File: src/rtl/card_cycle_timer.sv
module card_cycle_timer #(
  parameter int          NUM_SETS  = 2,
  parameter int          MULT_W    = 6,
  parameter int          IDX_W     = 8,
  parameter logic [7:0]  BASE_IDX  = 8'h3A,
  parameter logic [7:0]  DEF_SETUP = 8'h01,
  parameter logic [7:0]  DEF_CMD   = 8'h06,
  parameter logic [7:0]  DEF_REC   = 8'h03
) (
  input  logic             clk,
  input  logic             rst_n,
  input  logic             tick,
  input  logic             start,
  input  logic             set_sel,
  input  logic             wr_en,
  input  logic [IDX_W-1:0] wr_idx,
  input  logic [7:0]       wr_data,
  output logic             cmd_n,
  output logic             busy,
  output logic             done
);
  localparam int REG_W   = MULT_W + 2;
  localparam int MAX_LEN = 256 * ((1 << MULT_W) - 1) + 1;
  localparam int CNT_W   = $clog2(MAX_LEN + 1);

  typedef enum logic [1:0] {S_IDLE, S_SETUP, S_CMD, S_REC} phase_t;

  phase_t               phase;
  logic [CNT_W-1:0]     cnt;
  logic [REG_W-1:0]     cap_cmd, cap_rec;
  logic [REG_W-1:0]     tregs [NUM_SETS][3];
  logic                 last_tick;

  function automatic logic [CNT_W-1:0] plen(input logic [REG_W-1:0] r);
    int f;
    case (r[REG_W-1:REG_W-2])
      2'd0:    f = 1;
      2'd1:    f = 16;
      2'd2:    f = 64;
      default: f = 256;
    endcase
    return CNT_W'(f * int'(r[MULT_W-1:0]) + 1);
  endfunction

  always_ff @(posedge clk or negedge rst_n) begin
    if (!rst_n) begin
      for (int s = 0; s < NUM_SETS; s++) begin
        tregs[s][0] <= REG_W'(DEF_SETUP);
        tregs[s][1] <= REG_W'(DEF_CMD);
        tregs[s][2] <= REG_W'(DEF_REC);
      end
    end else if (wr_en) begin
      for (int s = 0; s < NUM_SETS; s++)
        for (int p = 0; p < 3; p++)
          if (wr_idx == IDX_W'(int'(BASE_IDX) + 3 * s + p))
            tregs[s][p] <= REG_W'(wr_data);
    end
  end

  assign last_tick = tick && (cnt == CNT_W'(1));

  always_ff @(posedge clk or negedge rst_n) begin
    if (!rst_n) begin
      phase   <= S_IDLE;
      cnt     <= '0;
      cap_cmd <= '0;
      cap_rec <= '0;
      done    <= 1'b0;
    end else begin
      done <= 1'b0;
      case (phase)
        S_IDLE: if (start) begin
          phase   <= S_SETUP;
          cnt     <= plen(tregs[set_sel][0]);
          cap_cmd <= tregs[set_sel][1];
          cap_rec <= tregs[set_sel][2];
        end
        S_SETUP: if (last_tick) begin
          phase <= S_CMD;
          cnt   <= plen(cap_cmd);
        end else if (tick) cnt <= cnt - 1'b1;
        S_CMD: if (last_tick) begin
          phase <= S_REC;
          cnt   <= plen(cap_rec);
        end else if (tick) cnt <= cnt - 1'b1;
        default: if (last_tick) begin
          phase <= S_IDLE;
          done  <= 1'b1;
        end else if (tick) cnt <= cnt - 1'b1;
      endcase
    end
  end

  assign busy  = (phase != S_IDLE);
  assign cmd_n = (phase != S_CMD);


  strobe_in_cycle_chk: assert property (@(posedge clk) disable iff (!rst_n)
    !cmd_n |-> busy);


  strobe_after_setup_chk: assert property (@(posedge clk) disable iff (!rst_n)
    $fell(cmd_n) |-> $past(busy));


  done_on_fall_chk: assert property (@(posedge clk) disable iff (!rst_n)
    $fell(busy) |-> done);


  done_single_chk: assert property (@(posedge clk) disable iff (!rst_n)
    done |=> !done);


  begin_needs_start_chk: assert property (@(posedge clk) disable iff (!rst_n)
    $rose(busy) |-> $past(start));


  hold_without_tick_chk: assert property (@(posedge clk) disable iff (!rst_n)
    (busy && !tick) |=> (busy && $stable(cmd_n) && $stable(cnt)));


  restart_ignored_chk: assert property (@(posedge clk) disable iff (!rst_n)
    (busy && start && !last_tick) |=> (busy && $stable(cap_cmd) && $stable(cap_rec)));
endmodule

File: config.mk
export PLATFORM = sky130hd
export DESIGN_NAME = card_cycle_timer
export DESIGN_NICKNAME = d
export VERILOG_FILES = /design/src/rtl/card_cycle_timer.sv
export SDC_FILE = /design/constraint.sdc
export NUM_CORES = 1
export LEC_CHECK = 0
export ABC_AREA = 1
export BUFFER_PORTS_ARGS = -buffer_cell sky130_fd_sc_hd__buf_4
export CAP_MARGIN = 20
export CELL_PAD_IN_SITES_DETAIL_PLACEMENT = 1
export CELL_PAD_IN_SITES_GLOBAL_PLACEMENT = 1
export CORE_MARGIN = 2
export CORE_UTILIZATION = 45
export DETAILED_ROUTE_END_ITERATION = 10
export PLACE_DENSITY_LB_ADDON = 0.1
export SETUP_SLACK_MARGIN = 0.3
export SKIP_CTS_REPAIR_TIMING = 1
export SLEW_MARGIN = 20
export SYNTH_ARGS = -nofsm -noshare
export SYNTH_HDL_FRONTEND = slang
export SYNTH_SLANG_ARGS = --single-unit
export TNS_END_PERCENT = 5
File: constraint.sdc
create_clock -name clk -period 7.4 [get_ports clk]
set_clock_uncertainty 0.15 [all_clocks]
set_input_delay 1.48 -clock clk [delete_from_list [all_inputs] [get_ports clk]]
set_output_delay 1.48 -clock clk [all_outputs]
set_load 0.02 [all_outputs]
Yosys cells after proc, flatten, opt, wreduce, memory -nomap -nowiden:

Cells that the tools add are included.

* register bits: 81
* output and inout port bits: 3
* logic and storage cells: 82

* add/subtract/negate cells: 4
* multiply operators: 3
* magnitude comparators: 1
* equality and inequality tests: 20
* mux-type cells: 25
* bitwise logic cells: 1
* reductions and logical operators: 17

Operator list (count)
* $mux W32: 6
* $mul A32 B7 Y14: 3
* $pmux W9 S3: 3
* $mux W24: 3
* $mux W14: 5
* $eq A8 B6 Y1 const B: 6
* $add A14 B2 Y14 const B: 3
* $pmux W14 S3: 1
* $reduce_and A2 Y1: 8
* $eq A14 B1 Y1 const B: 1
* $sub A14 B1 Y14 const B: 1
* $eq A2 B1 Y1 const B: 4
* $eq A2 B2 Y1 const B: 4
* $logic_not A2 Y1: 4
* $mux W2: 4
* $ne A2 B2 Y1 const B: 4
* $pmux W2 S3: 1
* $ne A4 B1 Y1 const B: 1
* $reduce_and A4 Y1: 1
* $reduce_bool A2 Y1: 2
* $reduce_or A3 Y1: 1
* $ge A2 B2 Y1 const B: 1
* $mux W1: 2
* $not A1 Y2: 1
* $logic_and A1 B1 Y1: 1

Logic depth before layout (Yosys ltp):

Gate-level depths: netlist of the first run.

* word-level depth: 12
* depth in mapped cells: 24

Worst setup path before layout of the first run:

OpenSTA, ideal clock, no wires.

* kind: in2reg
* from: input port set_sel
* to: register cnt[12]
* arrival: 4729 ps
* data required time: 7173 ps
* path slack: 2444 ps
* stages: 20
* buffers on the path: 2
* cell sequence: buf_6 > clkbuf_1 > mux2i_1 > nor2_1 > ha_1 > ha_1 > inv_1 > fa_1 > inv_1 > ha_1 > ha_1 > inv_1 > nor3_1 > nand3_1 > nand3b_1 > nand3_1 > nand3_1 > nand2_1 > nand2_1 > a21oi_1

* longest elaborated chain between the ends: 12

Ends and longest elaborated chain
* from (decl): line 14 `input logic set_sel,`
* $not A1 Y2 (not written as such) (*): line 74 `cnt <= plen(tregs[set_sel][0]);`
* $mux W24 (*) (3 in a row)
* $eq A2 B2 Y1 (tied with other cells): line 36 `case (r[REG_W-1:REG_W-2])`
* $pmux W9 S3: line 36
* $mux W32: line 72 `S_IDLE: if (start) begin`
* $mux W32: line 71 `case (phase)`
* $mul A32 B7 Y14 (*): line 42 `return CNT_W'(f * int'(r[MULT_W-1:0]) + 1);`
* $add A14 B2 Y14 (*): line 42
* $mux W14 (*): line 72
* $pmux W14 S3 (*): line 71
* to (signal assigned): line 74
* to (signal assigned): line 80 `cnt <= plen(cap_cmd);`
* to (signal assigned): line 81 `end else if (tick) cnt <= cnt - 1'b1;`
* to (decl): line 29 `logic [CNT_W-1:0] cnt;`

Mark *: on every way between the ends. The rest lies on a longest branch, timed or not. The select of a mux whose other input is x is not followed.
A chain may end at the register's enable or synchronous reset.

Worst setup path in the final report of the first run:

Ends and elaborated chain as after synthesis.

==> results of run 1 <==
[cells in the mapped netlist, types with 2 or more instances]
library cell and number:
sky130_fd_sc_hd__o211ai_1 2, sky130_fd_sc_hd__nand2_4 4, sky130_fd_sc_hd__nand4_1 6, sky130_fd_sc_hd__inv_1 130, sky130_fd_sc_hd__nor3_2 3, sky130_fd_sc_hd__o22ai_1 10
sky130_fd_sc_hd__xnor2_1 7, sky130_fd_sc_hd__clkbuf_1 12, sky130_fd_sc_hd__dfrtp_1 71, sky130_fd_sc_hd__buf_4 2, sky130_fd_sc_hd__nand3b_1 9, sky130_fd_sc_hd__o21ai_1 2
sky130_fd_sc_hd__nand2_1 265, sky130_fd_sc_hd__a22o_1 3, sky130_fd_sc_hd__a21oi_2 2, sky130_fd_sc_hd__a21oi_1 44, sky130_fd_sc_hd__dfstp_2 10, sky130_fd_sc_hd__ha_1 93
sky130_fd_sc_hd__xor2_1 12, sky130_fd_sc_hd__buf_2 3, sky130_fd_sc_hd__a31oi_1 2, sky130_fd_sc_hd__nor2_1 154, sky130_fd_sc_hd__nor2_2 6, sky130_fd_sc_hd__inv_2 2
sky130_fd_sc_hd__o21ai_0 93, sky130_fd_sc_hd__nand3_1 62, sky130_fd_sc_hd__nor3_1 5, sky130_fd_sc_hd__a22oi_1 3, sky130_fd_sc_hd__or2_2 2, sky130_fd_sc_hd__fa_1 3
sky130_fd_sc_hd__nand2_2 4, sky130_fd_sc_hd__nand3_2 2, sky130_fd_sc_hd__mux2i_1 3, sky130_fd_sc_hd__buf_6 3
[power by group through the flow]
stage	combinational, W	sequential (W)	clock, W
2_1_floorplan	0.000757	0.000598	0
3_3_place_gp	0.000993	0.000610	0
3_5_place_dp	0.00102	0.000614	0
4_1_cts	0.00103	0.000606	0.000455
5_1_grt	0.00118	0.000621	0.000469
6_report	0.00103	0.000607	0.000448
[layer usage]
| metal | wire (um) | GRT usage (%) |
|---|---|---|
| met4 | 244 | 6.26 |
| met5 | 0 | 0 |
| met1 | 9900 | 35.9 |
| met3 | 382 | 2.91 |
| met2 | 9150 | 41.0 |
[worst paths after layout]
path / start / end / slack (ps)
worst max-delay path: set_sel / cnt[12]$_DFFE_PN0P_ / 2420
worst min-delay path: tregs[7]$_DFFE_PN0P_ / tregs[7]$_DFFE_PN0P_ / 330
worst max register to register: tregs[22]$_DFFE_PN0P_ / cnt[12]$_DFFE_PN0P_ / 3470
worst min register to register: tregs[7]$_DFFE_PN0P_ / tregs[7]$_DFFE_PN0P_ / 330
max in group asynchronous: rst_n / cnt[4]$_DFFE_PN0P_ / 5570
min in group asynchronous: rst_n / tregs[31]$_DFFE_PN0P_ / 1010
[registers in the layout, summed over array words and instances, names as in the netlist]
signal	cells
tregs	48
cnt	14
cap_cmd	8
cap_rec	8
phase	2
done	1
[per-stage QoR]
step / util (%) / setup slack (ps)
after floorplan: - / 2440
after global placement: 47.6 / 2140
after detailed placement: 47.6 / 2030
after CTS: 49.5 / 2390
after global routing: 49.5 / 2020
final: 49.5 / 2420
[worst min-delay path, stage by stage, from the launching register on]
cell and delay, ps:
sky130_fd_sc_hd__dfrtp_1 340, sky130_fd_sc_hd__nand2_1 50, sky130_fd_sc_hd__o21ai_0 50
[cells by family after synthesis]
family,synth area share [%]
xor gates and xnor gates,2.33
muxes,0.420
buffers and inverters,8.67
adders and majority gates,17.1
AOI/OAI and AO/OA,12.0
DFF,28.5
and+or+nand+nor,30.9
[area by class of cell]
| cell class | count | area share, % |
|---|---|---|
| well taps | 216 | 3.47 |
| flip-flops and latches | 81 | 26.2 |
| clock inverters | 7 | 0.900 |
| repair buffers | 24 | 2.36 |
| inverters | 134 | 6.56 |
| clock buffers | 9 | 2.89 |
| multi-input cells | 804 | 57.6 |
==> impl_summary.txt, run 1 <==
----------------------------------------------------
[Outcome]
  Outcome ... finished clean

[CTS]
  Insertion delay to the later sink of the worst-skew pair ... 370 ps
  Clk pin slew, worst setup/hold paths ... 70 ps
  CTS root buffer ... sky130_fd_sc_hd__clkbuf_16
  CTS tree ... done
  Clock net sink count ... 81
  Number of buffers created by CTS ... 9
  Maximum clock insertion buffer count ... 2
  H-tree depth ... 3

[Worst hold path]
  Worst hold path depth ... 2
  Type of the tightest min-delay check ... register to register

[Logic synthesis]
  Post-synth design cell area ... 7140 um2
  Async set-or-reset flop fraction in the synthesized netlist ... 100%
  Dominant cell type by area after synthesis ... sky130_fd_sc_hd__dfrtp_1
  Number of different library cells in the post-synthesis netlist ... 39
  Sequential-to-total area share from yosys stat ... 28.5%
  Post-Synthesis Cells ... 1039
  Syn Area/Cell ... 6.88 um2
  Number of warnings reported in the yosys synthesis log ... 0
  Post-Synthesis Net Count ... 1157
  Most used flip-flop cell after synthesis ... sky130_fd_sc_hd__dfrtp_1
  Proportion of netlist area held by the largest area contributor ... 24.9%
  Number of flops mapped to enable cells by yosys ... 0
  Flop and latch count out of synthesis ... 81
  Cells taking the most area after synthesis ... sky130_fd_sc_hd__dfrtp_1, sky130_fd_sc_hd__ha_1, sky130_fd_sc_hd__nand2_1, sky130_fd_sc_hd__nor2_1, sky130_fd_sc_hd__inv_1

[STA]
  Max transition margin ... 49.7%
  RSZ-0062 raised after global routing ... false
  Final number of max-transition violations ... 0
  Worst-margin pin slew ... 750 ps
  WHS ... 328 ps
  TNS Setup ... 0 ps
  Min cycle time layout ... 4980 ps
  Final critical-path share of the clock period ... 67.3%
  Max frequency ... 201 MHz
  Hold violation total from the final report ... 0
  Setup-violating endpoint count in the final report ... 0

[Cells and area]
  Leading cell types in the layout, fill and taps excluded ... sky130_fd_sc_hd__nand2_1, sky130_fd_sc_hd__nor2_1, sky130_fd_sc_hd__inv_1, sky130_fd_sc_hd__o21ai_0, sky130_fd_sc_hd__ha_1
  Area grow syn2layout ... 8.97%
  Area occupied by registers ... 2040 um2
  Post-route non-filler standard cell count ... 1275
  Post-route cell area ... 7780 um2
  Number of nets in the layout ... 1172
  Total inserted antenna cells ... 0
  Count of filler cells inserted in the layout ... 2093
  Most common library cell in the layout ignoring fill and taps ... sky130_fd_sc_hd__nand2_1
  Share of layout cells above drive strength 1 ... 7.37%
  Footprint of the multi-input gates ... 4490 um2

[Place]
  Number of cells in the design after placement ... 1259
  Count of input and output buffers ... 24
  Placer congestion estimate ... 0.871
  Total cell area at the placement stage ... 7490 um2
  Post-DP HPWL ... 15700 um

[GRT]
  Antenna violations before repair ... 0
  Maximum number of pins on one net before global-route repair ... 82
  First-pass GRT wire length ... 33300 um
  All-layer global routing usage ... 25.2%
  Vias in the first global route ... 6657
  Remaining global-route overflow ... 0

[Critical path]
  Element type at the critical path start ... input port
  Crit path max-delay family ... adder cells
  Critical path endpoint category ... register
  Arrival @ worst endpoint ... 5120 ps
  Critical Path Slowest Stage Cell ... sky130_fd_sc_hd__fa_1
  Data required time at the worst endpoint ... 7540 ps
  Sequence of cells on the critical path ... buf_4, inv_6, nand2_2, nand2_4, nor2_1, inv_1, nor2_1, ha_1, ha_1, inv_1, fa_1, inv_1, ha_1, ha_1, inv_1, nor3_1, nand3_1, nand3b_1, nand3_1, nand3_1, nand2_1, nand2_1, a21oi_1
  Maximum fanout along the worst path ... 28
  Logic depth of the worst setup path including buffers ... 23
  Buffer and inverter count on the worst path ... 6
  Number of cell instances on the worst register-to-register path ... 22
  Crit Path Class ... input port to register
  Delay of the slowest critical-path stage ... 410 ps

[Die]
  Number of ports placed on the die boundary ... 25
  Die ar. ... 16900 um2
  Effective utilization at floorplan ... 45.5%
  Number of placement rows ... 46
  Die height ... 130 um
  Floorplan die width ... 130 um
  Core area ... 15700 um2

[Detailed routing]
  Detailed Routing Iterations Pass 1 ... 4
  Number of DRC violations after detailed routing ... 0
  Vias per std cell ... 5.19
  ANT nets after route ... 0
  Wirelength, routed ... 19700 um
  Vias ... 6617
  Number of DRC violations after detailed-routing iteration 0 ... 354
  Routed wire length per instance ... 15.4 um

[Pwr]
  Overall power ... 0.00208 W
  Maximum ir drop on the vdd rail ... 0.144 mV
  Leakage power ... 4.27 nW
  Switching part of the total power ... 46.1%
  Part of the power in combinational logic ... 49.3%
  Net switching component of the power ... 0.000961 W
  Areal power density over the cells ... 268 nW/um2
  Internal power of the cells ... 0.00112 W
  Relative contribution of sequential cells to total power ... 29.1%
  Clock group share of total power ... 21.5%

[Job]
  Count of maximum capacitance violations ... 0

----------------------------------------------------
Power figures use the tool's default switching activity.
==> inputs of run 2 (changes only) <==
- CORE_UTILIZATION: 45 -> 42
- clock period: 7.4 -> 4.35 ns (I/O delays scaled with it)
==> impl_summary.txt, run 2 (synthesized netlist as in run 1, its figures left out) <==
----------------------------------------------------
[Critical path]
  Crit Path Class ... input port to register
  Sequence of cells on the critical path ... buf_12, inv_6, nand2_2, nand2_4, inv_1, nand2_2, nor2_1, ha_1, ha_2, inv_1, fa_1, inv_2, ha_4, ha_4, inv_1, nor3_2, nand3_1, nand3b_1, nand3_1, nand3_1, nand2_1, nand2_1, a21oi_2
  Data required time at the worst endpoint ... 4490 ps (-3050 ps)
  Critical path endpoint category ... register
  Buffer and inverter count on the worst path ... 6 (unchanged)
  Maximum fanout along the worst path ... 10 (-64%)
  Delay of the slowest critical-path stage ... 490 ps (+80 ps)
  Element type at the critical path start ... input port
  Critical Path Slowest Stage Cell ... sky130_fd_sc_hd__fa_1
  Crit path max-delay family ... adder cells
  Arrival @ worst endpoint ... 3910 ps (-1210 ps)

[Pwr]
  Areal power density over the cells ... 443 nW/um2 (+65%)
  Switching part of the total power ... 45.9% (-0.26 points)
  Relative contribution of sequential cells to total power ... 29.3% (+0.2 points)
  Clock group share of total power ... 21.0% (-0.5 points)
  Internal power of the cells ... 0.00191 W (+71%)
  Leakage power ... 4.30 nW (+0.80%)
  Part of the power in combinational logic ... 49.7% (+0.4 points)
  Maximum ir drop on the vdd rail ... 0.346 mV (+140%)
  Net switching component of the power ... 0.00162 W (+69%)

[STA]
  Max transition margin ... 47.5% (-2.2 points)
  Hold violation total from the final report ... 0 (unchanged)
  Min cycle time layout ... 3770 ps
  Final number of max-transition violations ... 0 (unchanged)
  Max frequency ... 265 MHz
  TNS Setup ... 0 ps (unchanged)
  Worst-margin pin slew ... 783 ps (+32.4 ps)
  Setup-violating endpoint count in the final report ... 0 (unchanged)
  Final critical-path share of the clock period ... 86.6%
  Post-layout worst setup margin ... 581 ps (-1840 ps)
  RSZ-0062 raised after global routing ... false

[Cells and area]
  Most common library cell in the layout ignoring fill and taps ... sky130_fd_sc_hd__nand2_1
  Registers with the most flip-flops ... tregs: 48 flops, cnt: 14 flops
  Share of layout cells above drive strength 1 ... 10.2% (+2.8 points)
  Number of nets in the layout ... 1184 (+1.0%)
  Count of filler cells inserted in the layout ... 2157 (+3.1%)
  Largest register by flop count ... tregs
  Area grow syn2layout ... 11.9%
  Post-route cell area ... 7990 um2 (+2.7%)
  Total inserted antenna cells ... 0 (unchanged)
  Leading cell types in the layout, fill and taps excluded ... sky130_fd_sc_hd__nand2_1, sky130_fd_sc_hd__nor2_1, sky130_fd_sc_hd__inv_1, sky130_fd_sc_hd__o21ai_0, sky130_fd_sc_hd__ha_1
  Util after Layout ... 48.2% (-1.3 points)
  Number of flip-flops in the largest register ... 48 (unchanged)

[Die]
  Number of placement rows ... 47 (+2.2%)
  Core area ... 16600 um2 (+5.5%)
  Die ar. ... 18100 um2 (+6.9%)
  Floorplan die width ... 134 um (+3.4%)
  Die height ... 134 um (+3.4%)
  Effective utilization at floorplan ... 43.1% (-2.4 points)
  Number of ports placed on the die boundary ... 25 (unchanged)

[Place]
  Worst setup timing slack at the placement stage ... 24.0 ps (-2010 ps)
  Count of input and output buffers ... 24 (unchanged)
  Post-DP HPWL ... 15900 um (+1.1%)
  Placer congestion estimate ... 0.849 (-2.5%)
  Total cell area at the placement stage ... 7600 um2 (+1.5%)

[GRT]
  Antenna violations before repair ... 0 (unchanged)
  All-layer global routing usage ... 23.7% (-1.4 points)
  Maximum number of pins on one net before global-route repair ... 60 (-27%)
  Met1 Resource Use GR ... 33.2% (-2.7 points)
  Met2 layer usage reported by global route ... 39.0% (-2.0 points)
  Vias in the first global route ... 6855 (+3.0%)
  Remaining global-route overflow ... 0 (unchanged)
  Met3 GRT Util ... 3.14% (+0.23 points)
  Most utilized layer in the global route result ... met2
  First-pass GRT wire length ... 34200 um (+2.5%)

[Detailed routing]
  Detailed Routing Iterations Pass 1 ... 5 (+1)
  Vias per std cell ... 5.16 (-0.60%)
  Routed wire length per instance ... 15.5 um (+0.43%)
  Number of DRC violations after detailed-routing iteration 0 ... 322 (-9.0%)
  ANT nets after route ... 0 (unchanged)
  Vias ... 6660 (+0.65%)
  Wirelength, routed ... 20000 um (+1.7%)
  Number of DRC violations after detailed routing ... 0 (unchanged)

[CTS]
  Clk pin slew, worst setup/hold paths ... 60 ps (about the same)
  Clock net sink count ... 81 (unchanged)
  Maximum clock insertion buffer count ... 2 (unchanged)
  Insertion delay to the later sink of the worst-skew pair ... 360 ps (about the same)
  CTS tree ... done
  Number of buffers created by CTS ... 9 (unchanged)
  H-tree depth ... 3 (unchanged)
  CTS root buffer ... sky130_fd_sc_hd__clkbuf_16

[Worst hold path]
  Type of the tightest min-delay check ... register to register

[Outcome]
  Outcome ... finished clean

[Job]
  Count of maximum capacitance violations ... 0 (unchanged)

----------------------------------------------------
-- run 2: changes by cell type in the layout (fill, tap and decap cells not counted), moves of 2 or more --
cell / change
sky130_fd_sc_hd__buf_4: +12
sky130_fd_sc_hd__ha_1: -7
sky130_fd_sc_hd__ha_4: +5
sky130_fd_sc_hd__nand2_1: -5
sky130_fd_sc_hd__nand2_2: +5
sky130_fd_sc_hd__ha_2: +2
sky130_fd_sc_hd__nor2_1: -2
-- run 2: worst paths after layout --
| check | startpoint | to | slack (ps) | depth (start not counted) |
|---|---|---|---|---|
| hold / removal | tregs[3]$_DFFE_PN0P_ | tregs[3]$_DFFE_PN0P_ | 330 | 2 |
| setup reg to reg | cap_cmd[6]$_DFFE_PN0P_ | cnt[13]$_DFFE_PN0P_ | 640 | 20 |
| max in group asynchronous | rst_n | tregs[40]$_DFFE_PN1P_ | 2770 | 2 |
| min in group asynchronous | rst_n | tregs[30]$_DFFE_PN0P_ | 430 | 1 |
| hold reg to reg | tregs[3]$_DFFE_PN0P_ | tregs[3]$_DFFE_PN0P_ | 330 | 2 |
| setup / recovery | set_sel | cnt[12]$_DFFE_PN0P_ | 580 | 23 |
-- run 2: layer usage --
metal	wire length [um]	up-vias
li1	-	3414
met1	10100	3158
met3	485	15
met5	0	-
met4	216	0
met2	9170	73
-- run 2: cell type report --
class | count | area, um2 | share of cell area, %
clock buffer | 9 | 225 | 2.82
clock inverter | 7 | 58.8 | 0.736
inverter | 134 | 510 | 6.39
multi-input combinational | 804 | 4600 | 57.6
sequential | 81 | 2040 | 25.5
tap | 220 | 275 | 3.44
timing repair buffer | 36 | 283 | 3.54
-- run 2: per-stage QoR --
step | std cells | total power [W] | hold slack [ps]
floorplan | 1039 | 0.00231 | 298
global placement | 1271 | 0.00275 | 310
detailed placement | 1271 | 0.00280 | 318
CTS | 1287 | 0.00356 | 334
global route | 1291 | 0.00387 | 359
finish | 1291 | 0.00354 | 330
-- run 2: power by group through the flow --
stage	Sequential (W)	Combinational, W	Clock [W]
floorplan	0.00102	0.00129	0
global placement	0.00104	0.00171	0
detailed placement	0.00105	0.00175	0
CTS	0.00103	0.00176	0.000760
global route	0.00106	0.00202	0.000782
finish	0.00104	0.00176	0.000742
-- run 2: worst register-to-register path: stages (launching register included) --
cell                      delay, ps
sky130_fd_sc_hd__dfrtp_1        400
sky130_fd_sc_hd__inv_1          100
sky130_fd_sc_hd__nand2_2        130
sky130_fd_sc_hd__nor2_1          60
sky130_fd_sc_hd__ha_1           280
sky130_fd_sc_hd__ha_1           140
sky130_fd_sc_hd__inv_1           50
sky130_fd_sc_hd__fa_1           500
sky130_fd_sc_hd__inv_1           40
sky130_fd_sc_hd__ha_1           280
sky130_fd_sc_hd__ha_1           390
sky130_fd_sc_hd__nand2_1        150
sky130_fd_sc_hd__nor2_2         150
sky130_fd_sc_hd__nand3_1        120
sky130_fd_sc_hd__nand3_1        130
sky130_fd_sc_hd__nand3_1        100
sky130_fd_sc_hd__nand2_2        130
sky130_fd_sc_hd__nand2_1         70
sky130_fd_sc_hd__nand2_1         70
sky130_fd_sc_hd__nand2_1         50
sky130_fd_sc_hd__a21oi_1        150
==> inputs of run 3 (changes only) <==
- CORE_ASPECT_RATIO: unset -> 0.5
- CORE_UTILIZATION: 42 -> 45
- SLEW_MARGIN: 20 -> 10
- clock period: 4.35 -> 4.84 ns (I/O delays scaled with it)
==> impl_summary.txt, run 3 (synthesized netlist as in run 1, its figures left out) <==
----------------------------------------------------
[Worst hold path]
  Worst hold path depth ... 2 (unchanged)
  Critical hold path startpoint ... tregs[17]$_DFFE_PN0P_
  Type of the tightest min-delay check ... register to register

[CTS]
  Insertion delay to the later sink of the worst-skew pair ... 360 ps (about the same)
  CTS root buffer ... sky130_fd_sc_hd__clkbuf_16
  Maximum clock insertion buffer count ... 2 (unchanged)
  H-tree depth ... 3 (unchanged)
  Clock net sink count ... 81 (unchanged)
  Number of buffers created by CTS ... 9 (unchanged)
  Clk pin slew, worst setup/hold paths ... 70 ps (about the same)
  CTS tree ... done

[Critical path]
  Data required time at the worst endpoint ... 4970 ps (+480 ps)
  Maximum fanout along the worst path ... 7 (-3)
  Reg-to-Reg Start ... tregs[23]$_DFFE_PN0P_
  Logic depth of the worst setup path including buffers ... 21 (-8.7%)
  CP most frequent cell ... sky130_fd_sc_hd__nand2_1
  Critical Path Slowest Stage Cell ... sky130_fd_sc_hd__ha_1
  Crit path max-delay family ... adder cells
  Delay of the slowest critical-path stage ... 380 ps (-110 ps)
  Element type at the critical path start ... input port
  Critical path endpoint category ... register
  Arrival @ worst endpoint ... 4320 ps (+410 ps)
  Crit Path Class ... input port to register
  Buffer and inverter count on the worst path ... 2 (-4)
  Number of cell instances on the worst register-to-register path ... 22 (+10%)
  Sequence of cells on the critical path ... buf_4, nand2_1, nand2_4, nor2_2, inv_1, nor2_1, ha_1, ha_1, ha_1, ha_1, ha_1, a21o_1, nand3_1, nand2_1, a21oi_1, nand2_1, nand2_1, nand3_1, nand2_1, nand2_1, a21oi_1
  Startpoint of the most critical setup path ... set_sel

[STA]
  TNS Setup ... 0 ps (unchanged)
  Hold violation total from the final report ... 0 (unchanged)
  Min cycle time layout ... 4190 ps
  Worst-margin pin slew ... 906 ps (+123 ps)
  Max transition margin ... 39.3% (-8.3 points)
  Final number of max-transition violations ... 0 (unchanged)
  Setup-violating endpoint count in the final report ... 0 (unchanged)
  RSZ-0062 raised after global routing ... false
  Max frequency ... 239 MHz
  Final critical-path share of the clock period ... 86.6%

[Place]
  Placer congestion estimate ... 0.871 (+2.6%)
  Number of cells in the design after placement ... 1251 (-1.6%)
  Post-DP HPWL ... 16800 um (+5.7%)
  Count of input and output buffers ... 24 (unchanged)
  Total cell area at the placement stage ... 7500 um2 (-1.3%)

[Detailed routing]
  Vias ... 6770 (+1.7%)
  Vias per std cell ... 5.34 (+3.6%)
  Number of DRC violations after detailed routing ... 0 (unchanged)
  Routed wire length per instance ... 16.7 um (+7.9%)
  Number of DRC violations after detailed-routing iteration 0 ... 326 (+1.2%)
  Wirelength, routed ... 21200 um (+5.9%)
  ANT nets after route ... 0 (unchanged)
  Detailed Routing Iterations Pass 1 ... 4 (-1)

[Cells and area]
  Share of layout cells above drive strength 1 ... 8.09% (-2.1 points)
  Count of filler cells inserted in the layout ... 2042 (-5.3%)
  Registers with the most flip-flops ... tregs: 48 flops, cnt: 14 flops
  Largest register by flop count ... tregs
  Number of flip-flops in the largest register ... 48 (unchanged)
  Total inserted antenna cells ... 0 (unchanged)
  Number of nets in the layout ... 1176 (-0.68%)
  Post-route cell area ... 7820 um2 (-2.2%)
  Area grow syn2layout ... 9.44%
  Util after Layout ... 50.6% (+2.4 points)
  Leading cell types in the layout, fill and taps excluded ... sky130_fd_sc_hd__nand2_1, sky130_fd_sc_hd__nor2_1, sky130_fd_sc_hd__inv_1, sky130_fd_sc_hd__o21ai_0, sky130_fd_sc_hd__ha_1
  Post-route non-filler standard cell count ... 1267 (-1.9%)
  Most common library cell in the layout ignoring fill and taps ... sky130_fd_sc_hd__nand2_1

[Die]
  Floorplan die width ... 182 um (+36%)
  Number of ports placed on the die boundary ... 25 (unchanged)
  Effective utilization at floorplan ... 46.2% (+3.1 points)
  Core area ... 15500 um2 (-6.8%)
  Number of placement rows ... 32 (-32%)
  Die ar. ... 17000 um2 (-6.1%)
  Die height ... 93.1 um (-31%)

[Pwr]
  Areal power density over the cells ... 418 nW/um2 (-5.5%)
  Maximum ir drop on the vdd rail ... 0.208 mV (-40%)
  Overall power ... 0.00327 W (-7.5%)
  Leakage power ... 4.27 nW (-0.58%)

[Job]
  Count of maximum capacitance violations ... 0 (unchanged)

[GRT]
  First-pass GRT wire length ... 35600 um (+4.2%)
  Vias in the first global route ... 6927 (+1.1%)
  Remaining global-route overflow ... 0 (unchanged)
  Maximum number of pins on one net before global-route repair ... 53 (-12%)
  Antenna violations before repair ... 0 (unchanged)
  All-layer global routing usage ... 26.7% (+2.9 points)

[Outcome]
  Outcome ... finished clean

----------------------------------------------------
run 3: stage by stage:
step / setup slack, ps / hold slack [ps]
floorplan: 396 / 298
global placement: 288 / 311
detailed placement: 111 / 322
CTS: 453 / 340
global route: 340 / 361
finish: 649 / 333
run 3: area by class of cell:
type	count	area [um2]	share of cell area, %
multi-input combinational	804	4510	57.7
sequential	81	2040	26.1
inverter	134	510	6.53
tap	204	255	3.26
clock buffer	9	225	2.88
timing repair buffer	28	210	2.69
clock inverter	7	68.8	0.880
run 3: worst min-delay path: cells and delay by family (launching register included):
family          cells  cell delay, ps
compound gates      1              50
simple gates        1              50
flops               1             340
run 3: layer usage:
layer / global-route usage (%) / up-vias / wire (um)
met4: 3.97 / 0 / 127
met1: 37.6 / 3276 / 10900
met2: 43.9 / 90 / 9360
li1: - / 3394 / -
met3: 4.56 / 10 / 831
met5: 0 / - / 0
run 3: final timing paths:
check / slack (ps) / end
hold / removal: 330 / tregs[17]$_DFFE_PN0P_
hold reg to reg: 330 / tregs[17]$_DFFE_PN0P_
setup reg to reg: 1000 / cnt[12]$_DFFE_PN0P_
max in group asynchronous: 3110 / tregs[42]$_DFFE_PN0P_
min in group asynchronous: 400 / cnt[3]$_DFFE_PN0P_
setup / recovery: 650 / cnt[12]$_DFFE_PN0P_
run 3: power breakdown:
| group | leakage (nW) | internal (W) | switching, W | total [W] |
|---|---|---|---|---|
| clock | 0.140 | 0.000365 | 0.000337 | 0.000702 |
| sequential | 1.01 | 0.000821 | 0.000117 | 0.000938 |
| combinational | 3.12 | 0.000544 | 0.00109 | 0.00163 |
| total | 4.27 | 0.00173 | 0.00154 | 0.00327 |
